==> config.mk <==
export PLATFORM = sky130hd
export DESIGN_NAME = ptp_ts_capture
export DESIGN_NICKNAME = d
export VERILOG_FILES = /design/src/rtl/ptp_cap_pkg.sv /design/src/rtl/ptp_hdr_walker.sv /design/src/rtl/ptp_rec_fifo.sv /design/src/rtl/ptp_ts_capture.sv
export SDC_FILE = /design/constraint.sdc
export NUM_CORES = 1
export LEC_CHECK = 0
export BUFFER_PORTS_ARGS = -buffer_cell sky130_fd_sc_hd__buf_2
export CORE_ASPECT_RATIO = 2
export CORE_MARGIN = 1.5
export CORE_UTILIZATION = 63
export CTS_CLUSTER_SIZE = 25
export DETAILED_ROUTE_END_ITERATION = 6
export PLACE_DENSITY = 0.84
export SLEW_MARGIN = 20
export SYNTH_ARGS = -nofsm -noshare
export SYNTH_HDL_FRONTEND = slang
export SYNTH_SLANG_ARGS = --single-unit
==> constraint.sdc <==
create_clock -name clk -period 12.3 [get_ports clk]
set_input_delay 1.23 -clock clk [delete_from_list [all_inputs] [get_ports clk]]
set_output_delay 1.23 -clock clk [all_outputs]
set_load 0.02 [all_outputs]
==> src/rtl/ptp_cap_pkg.sv <==
package ptp_cap_pkg;

    localparam int REC_W       = 128;
    localparam int PTP_HDR_LEN = 34;

    localparam logic [7:0]  PRE_BYTE     = 8'h55;
    localparam logic [7:0]  SFD_BYTE     = 8'hD5;
    localparam logic [15:0] ET_PTP       = 16'h88F7;
    localparam logic [15:0] ET_VLAN_C    = 16'h8100;
    localparam logic [15:0] ET_VLAN_S    = 16'h88A8;
    localparam logic [15:0] ET_MPLS      = 16'h8847;
    localparam logic [15:0] ET_IP4       = 16'h0800;
    localparam logic [15:0] ET_IP6       = 16'h86DD;
    localparam logic [7:0]  IP_PROTO_UDP = 8'd17;
    localparam logic [15:0] UDP_EVT_PORT = 16'd319;
    localparam logic [3:0]  EVT_TYPE_MAX = 4'd3;

    typedef enum logic [3:0] {
        ST_IDLE,
        ST_PREAMBLE,
        ST_MACS,
        ST_ETYPE,
        ST_VLAN,
        ST_MPLS,
        ST_IPVER,
        ST_IPV4,
        ST_IPV6,
        ST_UDP,
        ST_PTPHDR,
        ST_SKIP
    } walk_state_t;

    typedef struct packed {
        logic [15:0] pad;
        logic [47:0] sec;
        logic [31:0] ns;
        logic [3:0]  mtype;
        logic [11:0] chk;
        logic [15:0] seq;
    } ts_rec_t;

endpackage

==> src/rtl/ptp_hdr_walker.sv <==
module ptp_hdr_walker
    import ptp_cap_pkg::*;
#(
    parameter int MAX_VLAN = 2,
    parameter int MAX_MPLS = 4
) (
    input  logic        clk,
    input  logic        rst_n,
    input  logic        rx_dv,
    input  logic [7:0]  rx_byte,
    input  logic [47:0] rtc_sec,
    input  logic [31:0] rtc_ns,
    output logic        hit_o,
    output ts_rec_t     rec_o
);

    localparam int VW = $clog2(MAX_VLAN + 1);
    localparam int MW = $clog2(MAX_MPLS + 1);

    walk_state_t    state_q, state_d;
    logic [5:0]     cnt_q;
    logic [7:0]     prev_q;
    logic [15:0]    pair;
    logic [VW-1:0]  vlan_q;
    logic [MW-1:0]  mpls_q;
    logic           bos_q;
    logic [5:0]     ip4_last_q;
    logic [47:0]    sec_q;
    logic [31:0]    ns_q;
    logic [3:0]     mtype_q;
    logic [11:0]    chk_q;
    logic [15:0]    seq_q;
    logic [11:0]    fold_term;

    assign pair      = {prev_q, rx_byte};
    assign fold_term = cnt_q[0] ? {rx_byte, 4'h0} : {4'h0, rx_byte};

    // State register
    always_ff @(posedge clk or negedge rst_n) begin
        if (!rst_n) state_q <= ST_IDLE;
        else        state_q <= state_d;
    end

    // Next-state decision
    always_comb begin
        state_d = state_q;
        if (!rx_dv) begin
            state_d = ST_IDLE;
        end else begin
            unique case (state_q)
                ST_IDLE:
                    state_d = (rx_byte == SFD_BYTE) ? ST_MACS : ST_PREAMBLE;
                ST_PREAMBLE:
                    if (rx_byte == SFD_BYTE)      state_d = ST_MACS;
                    else if (rx_byte != PRE_BYTE) state_d = ST_SKIP;
                ST_MACS:
                    if (cnt_q == 6'd11) state_d = ST_ETYPE;
                ST_ETYPE:
                    if (cnt_q == 6'd1) begin
                        if (pair == ET_PTP)
                            state_d = ST_PTPHDR;
                        else if ((pair == ET_VLAN_C || pair == ET_VLAN_S)
                                 && vlan_q != VW'(MAX_VLAN))
                            state_d = ST_VLAN;
                        else if (pair == ET_MPLS)
                            state_d = ST_MPLS;
                        else if (pair == ET_IP4 || pair == ET_IP6)
                            state_d = ST_IPVER;
                        else
                            state_d = ST_SKIP;
                    end
                ST_VLAN:
                    if (cnt_q == 6'd1) state_d = ST_ETYPE;
                ST_MPLS:
                    if (cnt_q == 6'd3) begin
                        if (bos_q)                              state_d = ST_IPVER;
                        else if (mpls_q == MW'(MAX_MPLS - 1))   state_d = ST_SKIP;
                    end
                ST_IPVER:
                    if (rx_byte[7:4] == 4'h4 && rx_byte[3:0] >= 4'd5) state_d = ST_IPV4;
                    else if (rx_byte[7:4] == 4'h6)                    state_d = ST_IPV6;
                    else                                              state_d = ST_SKIP;
                ST_IPV4:
                    if (cnt_q == 6'd9 && rx_byte != IP_PROTO_UDP) state_d = ST_SKIP;
                    else if (cnt_q == ip4_last_q)                 state_d = ST_UDP;
                ST_IPV6:
                    if (cnt_q == 6'd6 && rx_byte != IP_PROTO_UDP) state_d = ST_SKIP;
                    else if (cnt_q == 6'd39)                      state_d = ST_UDP;
                ST_UDP:
                    if (cnt_q == 6'd3 && pair != UDP_EVT_PORT) state_d = ST_SKIP;
                    else if (cnt_q == 6'd7)                    state_d = ST_PTPHDR;
                ST_PTPHDR:
                    if (cnt_q == 6'd0 && rx_byte[3:0] > EVT_TYPE_MAX) state_d = ST_SKIP;
                    else if (cnt_q == 6'(PTP_HDR_LEN - 1))            state_d = ST_SKIP;
                ST_SKIP:
                    state_d = ST_SKIP;
                default:
                    state_d = ST_IDLE;
            endcase
        end
    end

    // Counters, captured fields and the record strobe
    always_ff @(posedge clk or negedge rst_n) begin
        if (!rst_n) begin
            cnt_q      <= '0;
            prev_q     <= '0;
            vlan_q     <= '0;
            mpls_q     <= '0;
            bos_q      <= 1'b0;
            ip4_last_q <= '0;
            sec_q      <= '0;
            ns_q       <= '0;
            mtype_q    <= '0;
            chk_q      <= '0;
            seq_q      <= '0;
            hit_o      <= 1'b0;
        end else begin
            prev_q <= rx_byte;
            hit_o  <= 1'b0;

            if (state_d != state_q)
                cnt_q <= (state_d == ST_IPV4 || state_d == ST_IPV6) ? 6'd1 : 6'd0;
            else if (state_q == ST_MPLS && cnt_q == 6'd3)
                cnt_q <= '0;
            else
                cnt_q <= cnt_q + 6'd1;

            if (state_q == ST_IDLE) begin
                vlan_q <= '0;
                mpls_q <= '0;
            end
            if (state_q == ST_MACS && cnt_q == 6'd0) begin
                sec_q <= rtc_sec;
                ns_q  <= rtc_ns;
            end
            if (state_q == ST_ETYPE && state_d == ST_VLAN)
                vlan_q <= vlan_q + 1'b1;
            if (state_q == ST_MPLS && cnt_q == 6'd2)
                bos_q <= rx_byte[0];
            if (state_q == ST_MPLS && cnt_q == 6'd3)
                mpls_q <= mpls_q + 1'b1;
            if (state_q == ST_IPVER)
                ip4_last_q <= {rx_byte[3:0], 2'b00} - 6'd1;

            if (state_q == ST_PTPHDR) begin
                if (cnt_q == 6'd0) begin
                    mtype_q <= rx_byte[3:0];
                    chk_q   <= fold_term;
                end else begin
                    chk_q   <= chk_q ^ fold_term;
                end
                if (cnt_q == 6'd31)
                    seq_q <= pair;
                if (cnt_q == 6'(PTP_HDR_LEN - 1) && rx_dv)
                    hit_o <= 1'b1;
            end
        end
    end

    assign rec_o = {16'h0000, sec_q, ns_q, mtype_q, chk_q, seq_q};

endmodule

==> src/rtl/ptp_rec_fifo.sv <==
module ptp_rec_fifo #(
    parameter int DEPTH = 4,
    parameter int W     = 128
) (
    input  logic                         clk,
    input  logic                         rst_n,
    input  logic                         wr_en,
    input  logic [W-1:0]                 wr_data,
    input  logic                         rd_ack,
    output logic                         rd_valid,
    output logic [W-1:0]                 rd_data,
    input  logic                         ovf_clr,
    output logic                         ovf,
    output logic [$clog2(DEPTH+1)-1:0]   level
);

    localparam int AW = (DEPTH > 1) ? $clog2(DEPTH) : 1;
    localparam int LW = $clog2(DEPTH + 1);

    logic [W-1:0]  mem [DEPTH];
    logic [AW-1:0] wr_q, rd_q;
    logic [LW-1:0] cnt_q;
    logic          pop, push, drop;

    assign pop  = rd_ack && (cnt_q != '0);
    assign push = wr_en && ((cnt_q != LW'(DEPTH)) || pop);
    assign drop = wr_en && !push;

    function automatic logic [AW-1:0] bump(input logic [AW-1:0] p);
        return (p == AW'(DEPTH - 1)) ? '0 : p + 1'b1;
    endfunction

    always_ff @(posedge clk) begin
        if (push) mem[wr_q] <= wr_data;
    end

    always_ff @(posedge clk or negedge rst_n) begin
        if (!rst_n) begin
            wr_q  <= '0;
            rd_q  <= '0;
            cnt_q <= '0;
            ovf   <= 1'b0;
        end else begin
            if (push) wr_q <= bump(wr_q);
            if (pop)  rd_q <= bump(rd_q);
            cnt_q <= cnt_q + LW'(push) - LW'(pop);
            if (drop)         ovf <= 1'b1;
            else if (ovf_clr) ovf <= 1'b0;
        end
    end

    assign rd_valid = (cnt_q != '0);
    assign rd_data  = mem[rd_q];
    assign level    = cnt_q;

endmodule

==> src/rtl/ptp_ts_capture.sv <==
module ptp_ts_capture
    import ptp_cap_pkg::*;
#(
    parameter int FIFO_DEPTH = 4,
    parameter int MAX_VLAN   = 2,
    parameter int MAX_MPLS   = 4
) (
    input  logic         clk,
    input  logic         rst_n,
    input  logic         rx_dv,
    input  logic [7:0]   rx_byte,
    input  logic [47:0]  rtc_sec,
    input  logic [31:0]  rtc_ns,
    output logic         rec_valid,
    output logic [127:0] rec_data,
    input  logic         rec_ack,
    output logic         ovf_flag,
    input  logic         ovf_rd
);

    localparam int LVL_W = $clog2(FIFO_DEPTH + 1);

    logic             walk_hit;
    ts_rec_t          walk_rec;
    logic [LVL_W-1:0] fifo_level;

    ptp_hdr_walker #(
        .MAX_VLAN (MAX_VLAN),
        .MAX_MPLS (MAX_MPLS)
    ) u_walk (
        .clk     (clk),
        .rst_n   (rst_n),
        .rx_dv   (rx_dv),
        .rx_byte (rx_byte),
        .rtc_sec (rtc_sec),
        .rtc_ns  (rtc_ns),
        .hit_o   (walk_hit),
        .rec_o   (walk_rec)
    );

    ptp_rec_fifo #(
        .DEPTH (FIFO_DEPTH),
        .W     (REC_W)
    ) u_fifo (
        .clk      (clk),
        .rst_n    (rst_n),
        .wr_en    (walk_hit),
        .wr_data  (walk_rec),
        .rd_ack   (rec_ack),
        .rd_valid (rec_valid),
        .rd_data  (rec_data),
        .ovf_clr  (ovf_rd),
        .ovf      (ovf_flag),
        .level    (fifo_level)
    );

endmodule

# ---- After elaboration in Yosys (flattened, before gate mapping)
# Memory sizes are Yosys's and may differ from the RTL's.
# Index checks and enable logic that the tools add are counted.
dict set report classes {
  add_sub_neg 8
  order_cmp 2
  eq_ne 43
  mux 42
  bitwise_logic 1
  n_reduce_logical 27
}
# cell count
set ops {}
lappend ops {{$mux 4} 22}
lappend ops {{$eq 16x16->1 const B} 5}
lappend ops {{$pmux 4 s12} 1}
lappend ops {{$eq 4x3->1 const B} 8}
lappend ops {{$mux 12} 2}
lappend ops {{$eq 4x4->1 const B} 5}
lappend ops {{$eq 16x12->1 const B} 1}
lappend ops {{$ne 16x9->1 const B} 1}
lappend ops {{$logic_and 1x1->1} 14}
lappend ops {{$eq 6x2->1 const B} 2}
lappend ops {{$eq 6x3->1 const B} 2}
lappend ops {{$eq 6x4->1 const B} 2}
lappend ops {{$eq 6x6->1 const B} 2}
lappend ops {{$mux 2} 6}
lappend ops {{$mux 6} 2}
lappend ops {{$xor 12x12->12} 1}
lappend ops {{$eq 4x2->1 const B} 2}
lappend ops {{$eq 8x8->1 const B} 1}
lappend ops {{$ne 8x5->1 const B} 1}
lappend ops {{$ne 8x7->1 const B} 1}
lappend ops {{$mux 1} 7}
lappend ops {{$add 2x1->2 const B} 3}
lappend ops {{$add 6x1->6 const B} 1}
lappend ops {{$eq 6x1->1 const B} 1}
lappend ops {{22 further kinds} 30}
dict set report word_totals {
  reg_bits 151
  mem_bits_rw 448
  in_bits 93
  out_inout_bits 130
  word_cells 141
  mem_count 1
}
# name depth width rd rd_clocked_by_memory_dff wr line
set mem_list {}
lappend mem_list {u_fifo.mem 4 112 1 0 1 ptp_rec_fifo.sv:20} ;# logic [W-1:0] mem [DEPTH];

# ---- Logic depth before layout (Yosys ltp)
dict set report depth {
  depth_word 13
  mapped_depth 11
  ltp_nobuf 10
}

# ---- Cells and area by module
# A second synthesis with hierarchy kept.
dict set report hier_totals {
  hier_cells 1259
  hier_area_um2 25660.9
}
# module n_inst cells_per_inst area_each_um2 seq_area_each_um2
set by_module_without_submodules {}
lappend by_module_without_submodules {ptp_rec_fifo 1 711 18940.7 15574.9}
lappend by_module_without_submodules {ptp_hdr_walker 1 548 6720.2 3553.4}

# ---- Worst setup path after synthesis
# Ideal clock, no wire load.
dict set report synth_timing {
  kind {input to register}
  start {input port rec_ack}
  end {memory u_fifo.mem[0][0] (netlist name) (enable)}
  setup_ps 484
  t_arrival_ps 4224
  setup_slack_ps 7592
  stages 4
  n_path_buf 1
  path_cell_list {nor4b_1 -> nor2b_1 -> clkbuf_1 -> and2_1}
}
dict set report synth_between {
  elab_chain_cells 5
}
# item line
set synth_lines {}
lappend synth_lines {{from (decl)} ptp_ts_capture.sv:16} ;# input logic rec_ack,
lappend synth_lines {{$logic_and 1x1->1} ptp_rec_fifo.sv:25} ;# assign pop = rd_ack && (cnt_q != '0);
lappend synth_lines {{$logic_or 1x1->1} ptp_rec_fifo.sv:26} ;# assign push = wr_en && ((cnt_q != LW'(DEPTH)) || pop);
lappend synth_lines {{$logic_and 1x1->1} ptp_rec_fifo.sv:26}
lappend synth_lines {{via u_fifo.push} ptp_rec_fifo.sv:23} ;# logic pop, push, drop;
lappend synth_lines {{$mux 1} ptp_rec_fifo.sv:34} ;# if (push) mem[wr_q] <= wr_data;
lappend synth_lines {{$mux 1 (not written as such)} ptp_rec_fifo.sv:34}
lappend synth_lines {{to (decl)} ptp_rec_fifo.sv:20}
# The timed path passes the listed nets, and every way through them passes these cells.

# ---- Worst setup path in the final report
dict set report layout_timing {
  start {register u_fifo.rd_q[0]}
  end {output port rec_data[96]}
}
dict set report layout_between {
  elab_chain_cells 1
}
# item line
set layout_lines {}
lappend layout_lines {{from (decl)} ptp_rec_fifo.sv:21} ;# logic [AW-1:0] wr_q, rd_q;
lappend layout_lines {{from (signal assigned)} ptp_rec_fifo.sv:45} ;# if (pop) rd_q <= bump(rd_q);
lappend layout_lines {{$mem_v2 4x112} --}
lappend layout_lines {{to (decl)} ptp_ts_capture.sv:15} ;# output logic [127:0] rec_data,
# Every way passes these cells.

==> qor_table.md <==
| Parameter | Reported | Unit |
|---|---|---|
| Status | complete, no violations | - |
| Internal power | 0.00400 | W |
| First-pass GRT wire length | 74800 | um |
| Maximum number of pins on one net before global-route repair | 70 | - |
| Top cells by area, synth | sky130_fd_sc_hd__edfxtp_1 (58%), sky130_fd_sc_hd__dfrtp_1 (16%), sky130_fd_sc_hd__mux4_2 (11%), sky130_fd_sc_hd__mux2_2 (5.0%), sky130_fd_sc_hd__ha_1 (0.92%) | - |
| Switching fraction of total power | 29.9 | % |
| Relative area change from synthesis to final layout | 13.1 | % |
| R2R Setup Slk | 8.20 | ns |
| Post-synthesis sequential element count | 598 | - |
| Worst R2R End | u_walk.cnt_q[0] | - |
| Number of sinks driven by the clock tree | 598 | - |
| Leak pwr | 9.63 | nW |
| Clock share of power | 27.0 | % |
| DRC viols | 0 | - |
| Min-delay src | u_walk.vlan_q[0] | - |
| Total negative slack for setup checks | 0 | ns |
| Initial antenna violation count | 11 | - |
| Max-cap check violation count | 0 | - |
| Kind of start point of the critical path | register | - |
| Layout cells sized above 1 | 36.8 | % |
| Non-filler instance count after layout | 1883 | - |
| Cell total after placement | 1790 | - |
| Number of pins with negative max-slew slack in the final report | 0 | - |
| Post-CTS Setup Inserts | 0 | - |
| DR WL/cell | 26.6 | um |
| Nets | 1497 | - |
| Buffer type at the clock tree root | sky130_fd_sc_hd__clkbuf_16 | - |
| Count of TritonRoute iterations in the first routing pass | 5 | - |
| CTS tree | done | - |
| Largest area contributor in the synthesized netlist | sky130_fd_sc_hd__edfxtp_1 | - |
| Core area | 36300 | sq um |
| Final weighted congestion in routability-driven placement | 0.981 | - |
| Highest clock frequency the design can meet | 226 | MHz |
| Total wire length | 50000 | um |
| CP Class | register to output pin | - |
| Effective utilization at floorplan | 63.7 | % |
| Portion of the clock cycle consumed by the worst path in the final layout | 35.9 | % |
| Post-cts sizing count | 0 | - |
| Die Outline Area | 37900 | sq um |
| Total power divided by cell area | 218 | nW/um^2 |
| Maximum level of the CTS H-tree | 2 | - |
| Max FO, Critical Path | 44 | - |
| Total power draw | 0.00571 | W |
| Sink of the worst hold path | u_walk.vlan_q[0] | - |
| Post-route minimum period | 4.42 | ns |
| CTS buffer count | 48 | - |
| Number of synthesized flops with an enable pin | 448 | - |
| Fraction of the yosys area taken by sequential cells | 74.4 | % |
| Instance area after placement | 24600 | sq um |
| Cell area after layout | 26200 | sq um |
| Port bufs | 206 | - |
| Worst flop-to-flop path startpoint | u_walk.cnt_q[0] | - |
| Max Buffers Root-to-Sink | 3 | - |
| Synth Warn # | 0 | - |
| Net switching component of the power | 0.00170 | W |
| Required time at the worst-slack endpoint | 11.07 | ns |
| Number of vias in the routed layout | 11.8k | - |
| Worst IR drop on VDD | 0.000168 | V |
| Filler cell count | 2178 | - |
| Min-Delay Path Depth | 1 | - |
| Async set-reset flop share out of synthesis | 25.1 | % |
| Number of endpoints with negative hold slack in the final report | 0 | - |
| Portion of synthesized cell area occupied by the leading cell type | 58.2 | % |
| Category of the worst setup path capture point | output pin | - |
| Worst Path Arrival | 3.19 | ns |
| Remaining global-route overflow | 0 | - |
| Mapped Cells | 1175 | - |
| Worst min-delay path class | register to register | - |
| Row Count | 99 | - |
| Final Skew | 0.0307 | ns |
| Setup violators final | 0 | - |
| Number of ports placed on the die boundary | 223 | - |
| Mean instance size in the synthesized netlist | 19.7 | sq um |
| Post-CTS Hold Fix Bufs | 0 | - |
| Count of cells along the worst register-to-register path | 9 | - |
| Unrepaired setup endpoints after global routing | false | - |
| Power share of the combinational group | 23.4 | % |
| Worst-path clk slew | 0.07 | ns |
| Number of global-route vias before repair | 12.5k | - |
| Total standard cell area after synthesis | 23100 | sq um |
| Combined global-route utilization of all metal layers | 26.7 | % |
| Post-detail-place hpwl | 31300 | um |
| Initial drt markers | 813 | - |
| Die boundary height | 274 | um |
| Worst Tran Pin Value | 1.07 | ns |
| Primary FF master, synth | sky130_fd_sc_hd__edfxtp_1 | - |
| Worst max-slew margin expressed relative to the limit | 28.4 | % |
| ANT nets after route | 0 | - |
| Chip Width | 138 | um |
| Post-synth cell types | 73 | - |
| Clk_lat worst skew | 0.57 | ns |
| Sequential cell fraction of total power | 49.6 | % |
| Via/cell ratio | 6.25 | - |
-- worst max-delay path, stage by stage (launching register included) --
cell and delay, ns:
sky130_fd_sc_hd__dfrtp_4 0.99, sky130_fd_sc_hd__buf_4 0.74, sky130_fd_sc_hd__mux4_2 0.64, sky130_fd_sc_hd__buf_2 0.19
-- sequential cells by signal (all words and copies together), names as in the netlist --
name               flops
u_walk.state_q         4
u_fifo.wr_q            2
u_walk.seq_q          16
u_fifo.level           3
u_fifo.rd_q            2
u_walk.bos_q           1
u_walk.ns_q           32
u_walk.hit_o           1
u_fifo.mem           448
u_walk.mtype_q         4
u_walk.prev_q          8
u_walk.sec_q          48
u_walk.ip4_last_q      5
u_walk.chk_q          12
u_walk.vlan_q          2
u_fifo.ovf             1
u_walk.cnt_q           6
u_walk.mpls_q          3
-- metrics by stage --
| stage | utilization, % | worst slack [ns] | hold slack (ns) |
|---|---|---|---|
| global placement | 67.7 | 8.16 | 0.464 |
| CTS | 72.1 | 7.76 | 0.478 |
| detailed placement | 67.7 | 8.12 | 0.470 |
| floorplan | - | 7.59 | 0.442 |
| global route | 72.1 | 7.62 | 0.501 |
| finish | 72.1 | 7.88 | 0.478 |
-- placed cells by master (no fill, tap or decap), types with 16 or more instances in the layout --
cell type,netlist,final
sky130_fd_sc_hd__edfxtp_1,448,448
sky130_fd_sc_hd__buf_2,6,205
sky130_fd_sc_hd__dfrtp_1,150,148
sky130_fd_sc_hd__mux4_2,112,112
sky130_fd_sc_hd__mux2_2,102,102
sky130_fd_sc_hd__clkbuf_16,0,50
sky130_fd_sc_hd__nand2_1,36,36
sky130_fd_sc_hd__o21ai_0,26,26
sky130_fd_sc_hd__nor2_1,25,25
sky130_fd_sc_hd__inv_1,20,20
sky130_fd_sc_hd__clkbuf_1,35,19
sky130_fd_sc_hd__nand3_1,19,18
sky130_fd_sc_hd__ha_1,17,17
sky130_fd_sc_hd__conb_1,1,16
-- per-layer routing --
layer | share of wire (%) | vias to the layer above | track usage [%]
met3 | 5.1 | 145 | 4.86
met1 | 34 | 6143 | 29.1
li1 | - | 5073 | -
met5 | 0.21 | - | 0
met4 | 5.9 | 14 | 15.6
met2 | 55 | 394 | 48.7
-- cells in the mapped netlist, types with 6 or more instances --
cell type,number
sky130_fd_sc_hd__edfxtp_1,448
sky130_fd_sc_hd__dfrtp_1,150
sky130_fd_sc_hd__mux4_2,112
sky130_fd_sc_hd__mux2_2,102
sky130_fd_sc_hd__nand2_1,36
sky130_fd_sc_hd__clkbuf_1,35
sky130_fd_sc_hd__o21ai_0,26
sky130_fd_sc_hd__nor2_1,25
sky130_fd_sc_hd__inv_1,20
sky130_fd_sc_hd__nand3_1,19
sky130_fd_sc_hd__buf_1,17
sky130_fd_sc_hd__ha_1,17
sky130_fd_sc_hd__buf_4,16
sky130_fd_sc_hd__nor3_1,12
sky130_fd_sc_hd__a21oi_1,9
sky130_fd_sc_hd__a22oi_1,8
sky130_fd_sc_hd__and2_1,8
sky130_fd_sc_hd__nand4_1,8
sky130_fd_sc_hd__a31oi_1,6
sky130_fd_sc_hd__buf_2,6
sky130_fd_sc_hd__xnor2_1,6
sky130_fd_sc_hd__xor2_1,6
-- cells by family after synthesis --
family                     share of synthesized area, %
adders and majority gates                          1.01
other                                            0.0162
buffers and inverters                              1.82
muxes                                              16.0
xor gates and xnor gates                          0.454
and+or+nand+nor                                    3.74
DFF                                                74.4
AOI/OAI and AO/OA                                  2.56
-- how the worst max path moves through the flow --
stage | cells after the start | start | to
2_1_floorplan | 4 | rec_ack | u_fifo.mem[0][0]
6_report | 3 | u_fifo.rd_q[0] | rec_data[96]
5_1_grt | 3 | u_fifo.rd_q[0] | rec_data[96]
3_3_place_gp | 11 | rx_byte[1] | u_walk.cnt_q[0]
3_5_place_dp | 11 | rx_byte[1] | u_walk.cnt_q[0]
4_1_cts | 3 | u_fifo.rd_q[0] | rec_data[96]
-- cell type report --
| cell class | instances | area [sq um] | share of cell area [%] |
|---|---|---|---|
| Sequential cell | 598 | 17200 | 65.8 |
| Multi-Input combinational cell | 498 | 5590 | 21.4 |
| Clock buffer | 70 | 1340 | 5.11 |
| Timing Repair Buffer | 220 | 1140 | 4.36 |
| Tap cell | 454 | 568 | 2.17 |
| Clock inverter | 19 | 236 | 0.904 |
| Inverter | 20 | 75.1 | 0.287 |
| Antenna cell | 4 | 10.0 | 0.0382 |
-- power groups by stage --
| stage | registers [W] | logic (W) | clock network [W] |
|---|---|---|---|
| floorplan | 0.00268 | 0.00105 | 0 |
| global placement | 0.00283 | 0.00132 | 0 |
| detailed placement | 0.00286 | 0.00134 | 0 |
| CTS | 0.00283 | 0.00135 | 0.00157 |
| global route | 0.00287 | 0.00142 | 0.00163 |
| finish | 0.00283 | 0.00134 | 0.00154 |
Power figures use the tool's default switching activity.
